**config.mk**
```make
export PLATFORM = sky130hd
export DESIGN_NAME = ivt_chan
export DESIGN_NICKNAME = d
export VERILOG_FILES = /design/src/rtl/ivt_pkg.sv /design/src/rtl/ivt_srcmux.sv /design/src/rtl/ivt_prescaler.sv /design/src/rtl/ivt_edge.sv /design/src/rtl/ivt_chan.sv
export SDC_FILE = /design/constraint.sdc
export NUM_CORES = 1
export LEC_CHECK = 0
export BUFFER_PORTS_ARGS = -buffer_cell sky130_fd_sc_hd__buf_2
export CAP_MARGIN = 20
export CORE_AREA = 5 5 91 93
export CTS_CLUSTER_DIAMETER = 60
export DETAILED_ROUTE_END_ITERATION = 7
export DIE_AREA = 0 0 96 98
export PLACE_DENSITY_LB_ADDON = 0.08
export SYNTH_ARGS = -nofsm -noshare
export SYNTH_HDL_FRONTEND = slang
export SYNTH_SLANG_ARGS = --single-unit
```
**constraint.sdc**
```tcl
create_clock -name clk -period 2.16 [get_ports clk]
set_input_delay 0 -clock clk [delete_from_list [all_inputs] [get_ports clk]]
set_output_delay 0 -clock clk [all_outputs]
set_load 0.1 [all_outputs]
```
**src/rtl/ivt_pkg.sv**
```systemverilog
package ivt_pkg;

    localparam int BYTE_W  = 8;
    localparam int CNT_W   = 16;
    localparam int NUM_SRC = 8;
    localparam int SRC_W   = $clog2(NUM_SRC);
    localparam int ADDR_W  = 3;

    localparam logic [ADDR_W-1:0] A_CTRL   = ADDR_W'(0);
    localparam logic [ADDR_W-1:0] A_RLD_LO = ADDR_W'(1);
    localparam logic [ADDR_W-1:0] A_RLD_HI = ADDR_W'(2);
    localparam logic [ADDR_W-1:0] A_HLD_LO = ADDR_W'(3);
    localparam logic [ADDR_W-1:0] A_HLD_HI = ADDR_W'(4);

    typedef enum logic [1:0] {
        MODE_ONESHOT = 2'd0,
        MODE_SQUARE  = 2'd1,
        MODE_RATE    = 2'd2,
        MODE_RETRIG  = 2'd3
    } ivt_mode_e;

    // Packed MSB first: chg(7) rd(6) src(5:3) mode(2:1) start(0)
    typedef struct packed {
        logic             chg;
        logic             rd;
        logic [SRC_W-1:0] src;
        ivt_mode_e        mode;
        logic             start;
    } ivt_ctrl_t;

    typedef struct packed {
        ivt_ctrl_t        ctrl;
        logic [CNT_W-1:0] reload;
        logic [CNT_W-1:0] cnt;
        logic [CNT_W-1:0] hold;
        logic             armed;
        logic             wave;
        logic             tmo;
    } ivt_state_t;

endpackage

```
**src/rtl/ivt_srcmux.sv**
```systemverilog
module ivt_srcmux #(
    parameter int N     = 8,
    parameter int SEL_W = 3
) (
    input  logic [N-1:0]     src,
    input  logic [SEL_W-1:0] sel,
    output logic             en
);

    logic [N-1:0] hit;

    for (genvar i = 0; i < N; i++) begin : g_hit
        assign hit[i] = src[i] && (sel == SEL_W'(i));
    end

    assign en = |hit;

endmodule

```
**src/rtl/ivt_prescaler.sv**
```systemverilog
module ivt_prescaler #(
    parameter int DIV = 4
) (
    input  logic clk,
    input  logic rst_n,
    input  logic clr,
    input  logic adv,
    output logic tick
);

    localparam int PW = (DIV > 1) ? $clog2(DIV) : 1;
    localparam logic [PW-1:0] LAST = PW'(DIV - 1);

    if (DIV > 1) begin : g_div
        logic [PW-1:0] pre_d, pre_q;

        always_comb begin
            pre_d = pre_q;
            tick  = 1'b0;
            if (clr) begin
                pre_d = '0;
            end else if (adv) begin
                if (pre_q == LAST) begin
                    pre_d = '0;
                    tick  = 1'b1;
                end else begin
                    pre_d = pre_q + PW'(1);
                end
            end
        end

        always_ff @(posedge clk or negedge rst_n) begin
            if (!rst_n) pre_q <= '0;
            else        pre_q <= pre_d;
        end
    end else begin : g_bypass
        logic unused_clk_rst;
        assign unused_clk_rst = clk ^ rst_n;
        assign tick = adv && !clr;
    end

endmodule

```
**src/rtl/ivt_edge.sv**
```systemverilog
module ivt_edge (
    input  logic clk,
    input  logic rst_n,
    input  logic lvl,
    output logic rise
);

    logic lvl_d, lvl_q;

    always_comb begin
        lvl_d = lvl;
        rise  = lvl && !lvl_q;
    end

    always_ff @(posedge clk or negedge rst_n) begin
        if (!rst_n) lvl_q <= 1'b0;
        else        lvl_q <= lvl_d;
    end

endmodule

```
**src/rtl/ivt_chan.sv**
```systemverilog
module ivt_chan
    import ivt_pkg::*;
#(
    parameter int PRE_DIV = 4
) (
    input  logic              clk,
    input  logic              rst_n,
    input  logic              bus_wr,
    input  logic              bus_rd,
    input  logic [ADDR_W-1:0] bus_addr,
    input  logic [BYTE_W-1:0] bus_wdata,
    output logic [BYTE_W-1:0] bus_rdata,
    input  logic [NUM_SRC-1:0] src_en,
    input  logic              gate_in,
    output logic              tmo_pulse,
    output logic              wave_out
);

    ivt_state_t st_d, st_q;

    ivt_ctrl_t  wctrl;
    ivt_mode_e  eff_mode;
    logic       ctrl_wr, eff_start;
    logic       stop_req, start_req, trig_req, pre_clr;
    logic       running, sel_en, adv, tick, terminal, gate_rise;
    logic [BYTE_W-1:0] rd_mux;

    // ---- sub-blocks ----
    ivt_srcmux #(.N(NUM_SRC), .SEL_W(SRC_W)) u_mux (
        .src (src_en),
        .sel (st_q.ctrl.src),
        .en  (sel_en)
    );

    ivt_prescaler #(.DIV(PRE_DIV)) u_pre (
        .clk   (clk),
        .rst_n (rst_n),
        .clr   (pre_clr),
        .adv   (adv),
        .tick  (tick)
    );

    ivt_edge u_gate (
        .clk   (clk),
        .rst_n (rst_n),
        .lvl   (gate_in),
        .rise  (gate_rise)
    );

    // ---- request decode (kept apart from the next-state block) ----
    always_comb begin : p_req
        wctrl     = ivt_ctrl_t'(bus_wdata);
        ctrl_wr   = bus_wr && (bus_addr == A_CTRL);
        eff_start = ctrl_wr ? wctrl.start : st_q.ctrl.start;
        eff_mode  = ctrl_wr ? wctrl.mode  : st_q.ctrl.mode;
        stop_req  = ctrl_wr && !wctrl.start;
        start_req = ctrl_wr && wctrl.start && !st_q.ctrl.start;
        trig_req  = eff_start && (eff_mode == MODE_RETRIG)
                    && (gate_rise || (ctrl_wr && wctrl.chg));
        pre_clr   = stop_req || start_req || trig_req;
        running   = st_q.ctrl.start && !st_q.ctrl.chg
                    && ((st_q.ctrl.mode != MODE_RETRIG) || st_q.armed);
        adv       = running && sel_en;
    end

    // ---- next state ----
    always_comb begin : p_next
        st_d     = st_q;
        st_d.tmo = 1'b0;
        terminal = tick && (st_q.cnt == CNT_W'(1));

        // holding register follows the count unless a latch is pending
        if (!st_q.ctrl.rd) begin
            st_d.hold = st_q.cnt;
        end

        if ((st_q.ctrl.mode == MODE_RATE) && running) begin
            st_d.wave = 1'b1;
        end

        // counting
        if (tick) begin
            if (terminal) begin
                st_d.tmo = 1'b1;
                case (st_q.ctrl.mode)
                    MODE_ONESHOT: begin
                        st_d.cnt        = '0;
                        st_d.ctrl.start = 1'b0;
                        st_d.wave       = 1'b0;
                    end
                    MODE_SQUARE: begin
                        st_d.cnt  = st_q.reload;
                        st_d.wave = ~st_q.wave;
                    end
                    MODE_RATE: begin
                        st_d.cnt  = st_q.reload;
                        st_d.wave = 1'b0;
                    end
                    default: begin
                        st_d.cnt   = '0;
                        st_d.armed = 1'b0;
                        st_d.wave  = 1'b0;
                    end
                endcase
            end else begin
                st_d.cnt = st_q.cnt - CNT_W'(1);
            end
        end

        // reload bytes
        if (bus_wr && (bus_addr == A_RLD_LO)) begin
            st_d.reload[BYTE_W-1:0] = bus_wdata;
        end
        if (bus_wr && (bus_addr == A_RLD_HI)) begin
            st_d.reload[CNT_W-1:BYTE_W] = bus_wdata[CNT_W-BYTE_W-1:0];
        end

        // low-byte read ends a latched read
        if (bus_rd && (bus_addr == A_HLD_LO)) begin
            st_d.ctrl.rd = 1'b0;
        end

        // control write
        if (ctrl_wr) begin
            st_d.ctrl.mode = wctrl.mode;
            st_d.ctrl.src  = wctrl.src;
            st_d.ctrl.chg  = wctrl.chg && (wctrl.mode != MODE_RETRIG);
            st_d.ctrl.rd   = wctrl.rd;
            if (wctrl.rd) begin
                st_d.hold = st_q.cnt;
            end
            if (stop_req) begin
                st_d.ctrl.start = 1'b0;
                st_d.cnt        = '0;
                st_d.armed      = 1'b0;
                st_d.wave       = 1'b0;
            end else if (start_req) begin
                st_d.ctrl.start = 1'b1;
                st_d.cnt        = st_q.reload;
                st_d.armed      = 1'b0;
                st_d.wave       = (wctrl.mode != MODE_RETRIG);
            end
        end

        // mode 3 trigger / retrigger
        if (trig_req) begin
            st_d.cnt   = st_q.reload;
            st_d.armed = 1'b1;
            st_d.wave  = 1'b1;
        end
    end

    always_ff @(posedge clk or negedge rst_n) begin
        if (!rst_n) st_q <= '0;
        else        st_q <= st_d;
    end

    // ---- read port ----
    always_comb begin : p_read
        case (bus_addr)
            A_CTRL:   rd_mux = st_q.ctrl;
            A_RLD_LO: rd_mux = st_q.reload[BYTE_W-1:0];
            A_RLD_HI: rd_mux = st_q.reload[CNT_W-1:BYTE_W];
            A_HLD_LO: rd_mux = st_q.hold[BYTE_W-1:0];
            A_HLD_HI: rd_mux = st_q.hold[CNT_W-1:BYTE_W];
            default:  rd_mux = '0;
        endcase
        bus_rdata = bus_rd ? rd_mux : '0;
    end

    assign tmo_pulse = st_q.tmo;
    assign wave_out  = st_q.wave;

endmodule

```
==> flow_metrics.env, run 1 <==
export IMPL_outcome="complete, but fails checks"
export IMPL_violations="setup timing"
export IMPL_synth_seq_cells=62
export IMPL_grt_max_degree=38
export IMPL_r2r_start="st_q[26]"
export IMPL_synth_top_cell_area_share=0.4337
export IMPL_grt_util_all_layers=0.2370
export IMPL_p_per_area_nw_per_um2=1009
export IMPL_antennaDiodeCount=0
export IMPL_max_slew_worst_pin_slew_ns=0.8489
export IMPL_num_rows=32
export IMPL_drtIter0Drc=200
export IMPL_drive_gt1_frac=0.3254
export IMPL_min_path_type="input pin to register"
export IMPL_fin_util=0.6292
export IMPL_syn_nets=399
export IMPL_area_growth_synth_to_final_pct=30.99
export IMPL_final_cell_mix="dfrtp_1 (61), buf_4 (54), nand2_1 (42), nor2_1 (26)"
export IMPL_synth_area_leaders="dfrtp_1 (43%), mux2_2 (7.9%), mux2i_1 (5.9%)"
export IMPL_cp_start_kind="register"
export IMPL_via_per_inst=5.757
export IMPL_p_leak_uw=0.002041
export IMPL_synth_edff_count=0
export IMPL_syn_inst=368
export IMPL_htree_levels=3
export IMPL_synth_ff_type="dfrtp_1"
export IMPL_total_power_uw=4726
export IMPL_antenna_found_initial=0
export IMPL_finalCritPeriodShare=1.008
export IMPL_final_hold_viol_count=0
export IMPL_yosysWarnings=0
export IMPL_rr_endpoint="st_q[34]"
export IMPL_synth_cell_types=55
export IMPL_holdWs_ns=0.03719
export IMPL_yosysSeqAreaShare=0.4337
export IMPL_totalWireLength_um=10420
export IMPL_end_kind="register"
export IMPL_relSlewSlack=0.4341
export IMPL_place_inst=539
export IMPL_yosys_area_top_type="dfrtp_1"
export IMPL_final_common_cell="dfrtp_1"
export IMPL_grt_pass1_wl_um=16830
export IMPL_num_vias=3241
export IMPL_clock_skew_ns=0.01409
export IMPL_cts_max_path_buffers=2
export IMPL_p_seq_frac=0.395
export IMPL_core_sq_um=7447
export IMPL_clock_sinks=62
export IMPL_min_from="bus_rd"
export IMPL_fillers=642
export IMPL_async_flop_share=1.000
export IMPL_drv_cap=0
export IMPL_slew_viol_final=0
export IMPL_hold_end="st_q[57]"
export IMPL_insertion_delay_ns=0.34
export IMPL_gp_congestion=0.9556
export IMPL_fin_ws_ns=-0.01820
export IMPL_cts_buffers=9
export IMPL_period_needed_ns=2.178
export IMPL_dieWidth_um=96
export IMPL_p_int_uw=2941
export IMPL_die_area_sq_um=9408
export IMPL_cts_tree="built"
export IMPL_rrSetupSlack_ns=-0.02
export IMPL_syn_area_sq_um=3577
export IMPL_holdPathStages=4
export IMPL_combPwrFrac=0.393
export IMPL_wl_per_cell_um=18.51
export IMPL_io_pins=34
export IMPL_critical_path_max_fanout=3
export IMPL_root_buffer="clkbuf_8"
export IMPL_final_cells=563
export IMPL_critical_path_arrival_ns=2.40
export IMPL_start_util=0.4803
export IMPL_final_antenna_net_count=0
export IMPL_die_h_um=98
export IMPL_setup_worst_path_class="register to register"
export IMPL_grt_pass1_vias=3207
export IMPL_dr_pass1_iters=5
export IMPL_cp_required_ns=2.38
export IMPL_ir_worst_vdd_uv=564.8
export IMPL_nets=488
export IMPL_grt_ovfl_total=0
export IMPL_finalSetupViolCount=1
export IMPL_p_switching_uw=1785
export IMPL_rsz0062_at_grt="true"
export IMPL_post_cts_buffers=0
export IMPL_dp_slack_ns=-0.02630
export IMPL_max_freq_ghz=0.4591
export IMPL_clockPowerShare=0.212
export IMPL_drc=0
export IMPL_switching_share=0.3777
export IMPL_portBuffers=33
export IMPL_syn_area_per_cell_sq_um=9.721
export IMPL_rr_worst_depth=6
export IMPL_clk_pin_slew_ns=0.07
export IMPL_dp_hpwl_um=7903
stage by stage:
stage          area (sq um)  setup TNS [ns]
2_1_floorplan          3616               0
3_3_place_gp           4357       -0.002488
3_5_place_dp           4357        -0.02928
4_1_cts                4648               0
5_1_grt                4686         -0.3189
6_report               4686        -0.01820
logic make-up after synthesis:
logic type,Yosys count,synth area share
fa+ha+maj,7,0.02448
mux,51,0.1532
simple gates,125,0.1836
buf+inv,27,0.03568
flops,62,0.4337
xor+xnor,1,0.002449
compound gates,95,0.1668
worst max-delay path: stages (launching register included):
cell and delay [ns]:
dfrtp_1 0.37, or3_4 0.40, or3_4 0.34, or3_4 0.39, nor4_4 0.28, mux2i_1 0.21
o21ai_1 0.07
per-layer routing:
metal  vias up  wire length (um)  track usage
li1       1528                 -            -
met5         -                 0            0
met4         0               186      0.07002
met1      1590              4681       0.3204
met3        20               433      0.04083
met2       103              5118       0.3861
cell usage after synthesis (all sizes together), types with 4 or more instances:
master,n
a22oi,12
or3,4
o22ai,4
nand2b,6
nor3,11
a21oi,29
mux2,30
clkbuf,8
nor4,6
o21ai,24
mux2i,21
inv,8
nand4,4
a31oi,4
nand3,9
nand2,42
buf,11
nor2,26
dfrtp,62
ha,7
worst max path at each step:
stage / startpoint / endpoint / cells after the start
2_1_floorplan: st_q[26] / st_q[34] / 6
3_3_place_gp: st_q[26] / st_q[34] / 6
3_5_place_dp: st_q[26] / st_q[34] / 6
4_1_cts: st_q[26] / st_q[34] / 6
5_1_grt: st_q[26] / st_q[34] / 6
6_report: st_q[26] / st_q[34] / 6
timing repair:
item                                    CTS  global route
endpoints found under the setup margin    2            10
pin swaps                                 0             1
cloned                                    0             0
gates resized for setup                   2             7
hold buffers                              9             0
endpoints found under the hold margin    45             0
area by class of cell:
cell class | instances | area, sq um | area share
clock buffer | 11 | 141.4 | 0.03017
clock inverter | 4 | 47.55 | 0.01015
inverter | 8 | 30.03 | 0.006409
tap | 102 | 127.6 | 0.02724
multi-input combinational | 279 | 1986 | 0.4238
sequential | 62 | 1553 | 0.3314
timing repair buffer | 97 | 800.8 | 0.1709
flip-flops by register name (all words and copies together) (netlist names):
name               cells
st_q                  57
tmo_pulse              1
u_gate.lvl_q           1
u_pre.g_div.pre_q      2
wave_out               1
power groups by stage:
| stage | clock [uW] | sequential, uW | combinational (uW) |
|---|---|---|---|
| CTS | 1030 | 1850 | 1830 |
| floorplan | 0 | 1880 | 1040 |
| global placement | 0 | 1850 | 1770 |
| global route | 1080 | 1920 | 2020 |
| finish | 1000 | 1870 | 1860 |
| detailed placement | 0 | 1870 | 1800 |
Power figures use the tool's default switching activity.
==> inputs of run 2 (changes only) <==
--- a/config.mk
+++ b/config.mk
@@ -11,7 +11,7 @@
 export CTS_CLUSTER_DIAMETER = 60
 export DETAILED_ROUTE_END_ITERATION = 7
 export DIE_AREA = 0 0 96 98
-export PLACE_DENSITY_LB_ADDON = 0.08
+export PLACE_DENSITY = 0.7
 export SYNTH_ARGS = -nofsm -noshare
 export SYNTH_HDL_FRONTEND = slang
 export SYNTH_SLANG_ARGS = --single-unit
==> run 2 against run 1 <==
The run now ends clean. Register-to-register slack improved by 0.06 ns. Core utilization grew 0.59 points. Setup slack better by 0.064 ns. Flip-flop and latch count unchanged. Global-route usage down 0.64 points. First-iteration DRC count increased by 56%. Non-clock buffer count shrank 2. Sequential power is 2% higher. Via count grew 1.8%. Critical path depth grew 3. Total power increased by 0.30%. Clock skew decreased by 0.0023 ns.
==> flow_metrics.env, run 2 (synthesized netlist as in run 1, its figures left out) <==
export IMPL_r2r_start="st_q[53]"
export IMPL_cp_required_ns=2.41
export IMPL_p_int_uw=2935
export IMPL_clockPowerShare=0.208
export IMPL_grt_ovfl_total=0
export IMPL_slew_viol_final=0
export IMPL_drive_gt1_frac=0.3420
export IMPL_grt_pass1_vias=3223
export IMPL_largestRegisters="st_q: 57 flops, u_pre.g_div.pre_q: 2 flops"
export IMPL_period_needed_ns=2.114
export IMPL_totalWireLength_um=10460
export IMPL_cp_start_kind="register"
export IMPL_max_freq_ghz=0.4729
export IMPL_rsz0062_at_grt="true"
export IMPL_critical_path_arrival_ns=2.37
export IMPL_final_common_cell="dfrtp_1"
export IMPL_combPwrFrac=0.390
export IMPL_clock_skew_ns=0.01183
export IMPL_dieWidth_um=96
export IMPL_grt_max_degree=63
export IMPL_htree_levels=3
export IMPL_io_pins=34
export IMPL_nets=486
export IMPL_grt_util_all_layers=0.2306
export IMPL_finalCritPeriodShare=0.9789
export IMPL_rr_endpoint="st_q[32]"
export IMPL_crit_path_start="st_q[53]"
export IMPL_dp_hpwl_um=7579
export IMPL_relSlewSlack=0.4471
export IMPL_gp_congestion=0.9540
export IMPL_regMostFlops="st_q"
export IMPL_clock_sinks=62
export IMPL_insertion_delay_ns=0.34
export IMPL_dr_pass1_iters=5
export IMPL_antenna_found_initial=0
export IMPL_start_util=0.4803
export IMPL_die_area_sq_um=9408
export IMPL_portBuffers=33
export IMPL_end_kind="register"
export IMPL_outcome="completed"
export IMPL_drc=0
export IMPL_fin_util=0.6351
export IMPL_max_slew_worst_pin_slew_ns=0.8293
export IMPL_p_seq_frac=0.402
export IMPL_critical_path_max_fanout=6
export IMPL_rrSetupSlack_ns=0.05
export IMPL_switching_share=0.3808
export IMPL_cts_max_path_buffers=2
export IMPL_final_cell_mix="dfrtp_1 (61), buf_4 (49), nand2_1 (41)"
export IMPL_finalSetupViolCount=0
export IMPL_drtIter0Drc=312
export IMPL_final_antenna_net_count=0
export IMPL_wl_per_cell_um=18.65
export IMPL_drv_cap=0
export IMPL_cts_buffers=9
export IMPL_area_growth_synth_to_final_pct=32.21
export IMPL_core_sq_um=7447
export IMPL_setup_worst_path_class="register to register"
export IMPL_total_power_uw=4740
export IMPL_clk_pin_slew_ns=0.07
export IMPL_p_per_area_nw_per_um2=1002
export IMPL_rr_worst_depth=9
export IMPL_min_path_type="input pin to register"
export IMPL_p_switching_uw=1805
export IMPL_die_h_um=98
export IMPL_largest_register_ffs=57
export IMPL_grt_pass1_wl_um=16500
export IMPL_p_leak_uw=0.002051
export IMPL_root_buffer="clkbuf_8"
export IMPL_cts_tree="built"
export IMPL_final_hold_viol_count=0
export IMPL_antennaDiodeCount=0
export IMPL_ir_worst_vdd_uv=550.5
export IMPL_endpoint="st_q[32]"
export IMPL_num_rows=32
export IMPL_via_per_inst=5.882
export IMPL_num_vias=3300
export IMPL_fin_setup_tns_ns=0
[run 2: cell types whose count changed in the layout (fill, tap and decap cells not counted), moves of 2 or more]
cell	previous run	this run
nor3_1	9	7
clkinv_2	2	4
buf_6	0	2
nor3_2	2	4
buf_4	54	49
[run 2: metrics by stage]
stage / cell area (sq um) / std cells / hold slack (ns) / worst slack (ns)
floorplan: 3616 / 368 / -0.2956 / 0.003293
global placement: 4279 / 527 / 0.1205 / -0.008507
detailed placement: 4279 / 527 / 0.1244 / -0.03271
CTS: 4569 / 551 / 0.06103 / 0.005564
global route: 4730 / 561 / 0.1207 / -0.05196
finish: 4730 / 561 / 0.05966 / 0.04556
[run 2: area by class of cell]
type | count | area [sq um]
clock buffer | 10 | 137.6
clock inverter | 5 | 50.05
fill | 628 | 2718
inverter | 8 | 30.03
multi-input combinational | 279 | 2026
sequential | 62 | 1553
tap | 102 | 127.6
timing repair buffer | 95 | 805.8
[run 2: how the worst min path moves through the flow]
stage / startpoint / end / cells after the start
2_1_floorplan: rst_n / st_q[10] / 0
5_1_grt: bus_rd / st_q[57] / 4
6_report: bus_rd / st_q[57] / 4
3_5_place_dp: gate_in / u_gate.lvl_q / 1
4_1_cts: bus_rd / st_q[57] / 4
3_3_place_gp: gate_in / u_gate.lvl_q / 1
[run 2: per-layer routing]
metal	up-vias	wire [um]	global-route usage
li1	1525	-	-
met1	1616	4370	0.3093
met2	129	5042	0.3516
met3	28	604	0.04160
met4	2	401	0.1127
met5	-	45	0.03889
[run 2: worst max-delay path: stages, from the launching register on]
cell      delay (ns)
dfrtp_1         0.40
ha_2            0.20
nor2b_4         0.13
a311oi_2        0.31
buf_4           0.18
nand3_4         0.10
buf_6           0.16
nor4_2          0.25
o22ai_1         0.11
a21oi_1         0.17
[run 2: timing repair]
item | CTS | global route
pin swaps | 2 | 8
endpoints found under the setup margin | 5 | 14
endpoints found under the hold margin | 82 | 0
resized for setup | 2 | 22
hold buffers | 9 | 0
buffers inserted | 0 | 10
[run 2: power by group through the flow]
stage / clock network, uW / logic (uW) / registers (uW)
after CTS: 1000 / 1750 / 1880
after detailed placement: 0 / 1730 / 1890
final: 986 / 1850 / 1910
after global placement: 0 / 1690 / 1860
after global routing: 1060 / 2010 / 1950
after floorplan: 0 / 1040 / 1880
==> inputs of run 3 (changes only) <==
--- a/config.mk
+++ b/config.mk
@@ -7,11 +7,11 @@
 export LEC_CHECK = 0
 export BUFFER_PORTS_ARGS = -buffer_cell sky130_fd_sc_hd__buf_2
 export CAP_MARGIN = 20
-export CORE_AREA = 5 5 91 93
+export CORE_AREA = 2 2 98 100
 export CTS_CLUSTER_DIAMETER = 60
 export DETAILED_ROUTE_END_ITERATION = 7
-export DIE_AREA = 0 0 96 98
-export PLACE_DENSITY = 0.7
+export DIE_AREA = 0 0 100 102
+export PLACE_DENSITY = 0.58
 export SYNTH_ARGS = -nofsm -noshare
 export SYNTH_HDL_FRONTEND = slang
 export SYNTH_SLANG_ARGS = --single-unit
==> run 3 against run 2 <==
The run now ends with setup timing left. Cell count up 0.89%. Sequential share of layout area is 0.29 points higher. First-iteration DRC count fell by 2.6%. Hold slack improved by 0.028 ns. Total power is 1.9% lower. Non-clock buffer count down 3. Clock skew down 0.0040 ns. Critical endpoint is now st_q[34]. Design area shrank 0.87%. Routed wire length shrank 2.3%. Flip-flop and latch count stayed put. Clock-buffer cell count grew 3.
==> flow_metrics.env, run 3 (synthesized netlist as in run 1, its figures left out) <==
export IMPL_largestRegisters="st_q: 57 flops, u_pre.g_div.pre_q: 2 flops"
export IMPL_rr_worst_depth=6
export IMPL_rr_endpoint="st_q[34]"
export IMPL_cp_start_kind="register"
export IMPL_final_common_cell="dfrtp_1"
export IMPL_die_area_sq_um=10200
export IMPL_die_h_um=102
export IMPL_finalSetupViolCount=1
export IMPL_htree_levels=3
export IMPL_max_stage_delay_ns=0.40
export IMPL_wl_per_cell_um=18.07
export IMPL_fin_util=0.5147
export IMPL_dp_hpwl_um=7687
export IMPL_gp_congestion=0.8901
export IMPL_dr_pass1_iters=5
export IMPL_grt_met3_usage=0.02462
export IMPL_clock_sinks=62
export IMPL_final_hold_viol_count=0
export IMPL_min_from="bus_rd"
export IMPL_io_pins=34
export IMPL_seq_area_sq_um=1553
export IMPL_multi_input_area_sq_um=1992
export IMPL_min_path_type="input pin to register"
export IMPL_relSlewSlack=0.4490
export IMPL_switching_share=0.3788
export IMPL_max_slew_worst_pin_slew_ns=0.8265
export IMPL_grtUsageMet1=0.2886
export IMPL_cpMaxStageDelayCell="or3_4"
export IMPL_dieWidth_um=100
export IMPL_final_cell_mix="dfrtp_1 (61), buf_4 (46), nand2_1 (42)"
export IMPL_place_inst=542
export IMPL_regMostFlops="st_q"
export IMPL_antennaDiodeCount=0
export IMPL_ir_worst_vdd_uv=492.4
export IMPL_insertion_delay_ns=0.34
export IMPL_p_seq_frac=0.405
export IMPL_max_freq_ghz=0.4539
export IMPL_start_util=0.3927
export IMPL_rsz0062_at_grt="true"
export IMPL_critical_path_max_fanout=3
export IMPL_grt_pass1_wl_um=16100
export IMPL_via_per_inst=5.769
export IMPL_drc=0
export IMPL_end_kind="register"
export IMPL_hold_end="st_q[57]"
export IMPL_root_buffer="clkbuf_8"
export IMPL_p_leak_uw=0.002020
export IMPL_combPwrFrac=0.397
export IMPL_r2r_start="st_q[26]"
export IMPL_portBuffers=33
export IMPL_largest_register_ffs=57
export IMPL_p_per_area_nw_per_um2=991.4
export IMPL_grt_pass1_vias=3094
export IMPL_drtIter0Drc=304
export IMPL_core_sq_um=9109
export IMPL_area_growth_synth_to_final_pct=31.06
export IMPL_holdPathStages=4
export IMPL_totalWireLength_um=10230
export IMPL_gr_usage_met2=0.3342
export IMPL_cts_max_path_buffers=2
export IMPL_critical_path_arrival_ns=2.42
export IMPL_grt_max_degree=37
export IMPL_nets=483
export IMPL_clock_skew_ns=0.007803
export IMPL_cts_tree="built"
export IMPL_crit_top_cell="or3_4"
export IMPL_final_cells=566
export IMPL_p_int_uw=2887
export IMPL_clockPowerShare=0.197
export IMPL_slew_viol_final=0
export IMPL_grt_util_all_layers=0.2074
export IMPL_period_needed_ns=2.203
export IMPL_num_rows=35
export IMPL_fillers=864
export IMPL_p_switching_uw=1761
export IMPL_gr_max_usage_layer="met2"
export IMPL_final_antenna_net_count=0
export IMPL_num_vias=3265
export IMPL_cts_buffers=9
export IMPL_holdWs_ns=0.08807
export IMPL_drv_cap=0
export IMPL_rrSetupSlack_ns=-0.04
export IMPL_cp_required_ns=2.38
export IMPL_drive_gt1_frac=0.3209
export IMPL_violations="setup timing"
export IMPL_fin_setup_tns_ns=-0.04302
export IMPL_outcome="complete, but fails checks"
export IMPL_grt_ovfl_total=0
export IMPL_crit_chain="or3_4, or3_4, or3_4, nor4_4, mux2i_1, o21ai_1"
export IMPL_finalCritPeriodShare=1.020
export IMPL_clk_pin_slew_ns=0.06
export IMPL_antenna_found_initial=0
export IMPL_setup_worst_path_class="register to register"
export IMPL_fin_ws_ns=-0.04302
[run 3: cell types whose count changed in the layout (fill, tap and decap cells not counted), sizes merged]
cell    delta
clkinv     -3
buf        -3
bufinv     -1
clkbuf     +3
[run 3: routing by layer]
metal  vias up  wire length [um]  share of wire
li1       1525                 -              -
met1      1602              4728           0.46
met2       119              4776           0.47
met3        19               509          0.050
met4         0               210          0.021
met5         -                 0              0
[run 3: worst max-delay path by stage]
stage                        start  slack (ns)       end
after CTS                 st_q[26]      -0.008  st_q[27]
final                     st_q[26]       -0.04  st_q[34]
after global placement    st_q[26]       0.001  st_q[34]
after detailed placement  st_q[26]       -0.03  st_q[34]
after global routing      st_q[26]       -0.07  st_q[34]
after floorplan           st_q[26]       0.003  st_q[34]
[run 3: final cells by class]
cell class              instances  area share
clock buffers                  13     0.03603
clock inverters                 1    0.001068
inverters                       8    0.006405
multi-input cells             279      0.4249
flip-flops and latches         62      0.3312
well taps                     111     0.02962
repair buffers                 92      0.1708
[run 3: worst max-delay path, delay by kind of cell (launching register included)]
kind | cells | cell delay (ns)
AO/OA/AOI/OAI | 1 | 0.08
flip-flops | 1 | 0.39
multiplexers | 1 | 0.21
AND/OR/NAND/NOR | 4 | 1.42
[run 3: repair_timing]
| item | 4_1_cts | 5_1_grt |
|---|---|---|
| hold buffers | 9 | 0 |
| endpoints found under the hold margin | 46 | 0 |
| endpoints found under the setup margin | 2 | 17 |
| gates resized for setup | 1 | 10 |
| buffers inserted | 0 | 1 |
| pin swaps | 0 | 1 |
[run 3: power by group through the flow]
stage / combinational, uW / clock [uW] / sequential (uW)
2_1_floorplan: 1040 / 0 / 1880
3_3_place_gp: 1740 / 0 / 1860
3_5_place_dp: 1770 / 0 / 1880
4_1_cts: 1800 / 939 / 1870
5_1_grt: 2010 / 982 / 1930
6_report: 1850 / 917 / 1880
[run 3: metrics by stage]
stage / power (uW) / worst slack [ns] / cell area [sq um]
after floorplan: 2922 / 0.003293 / 3616
after detailed placement: 3658 / -0.02745 / 4360
after global placement: 3608 / 0.001376 / 4360
after global routing: 4926 / -0.06649 / 4688
final: 4648 / -0.04302 / 4688
after CTS: 4602 / -0.007589 / 4631
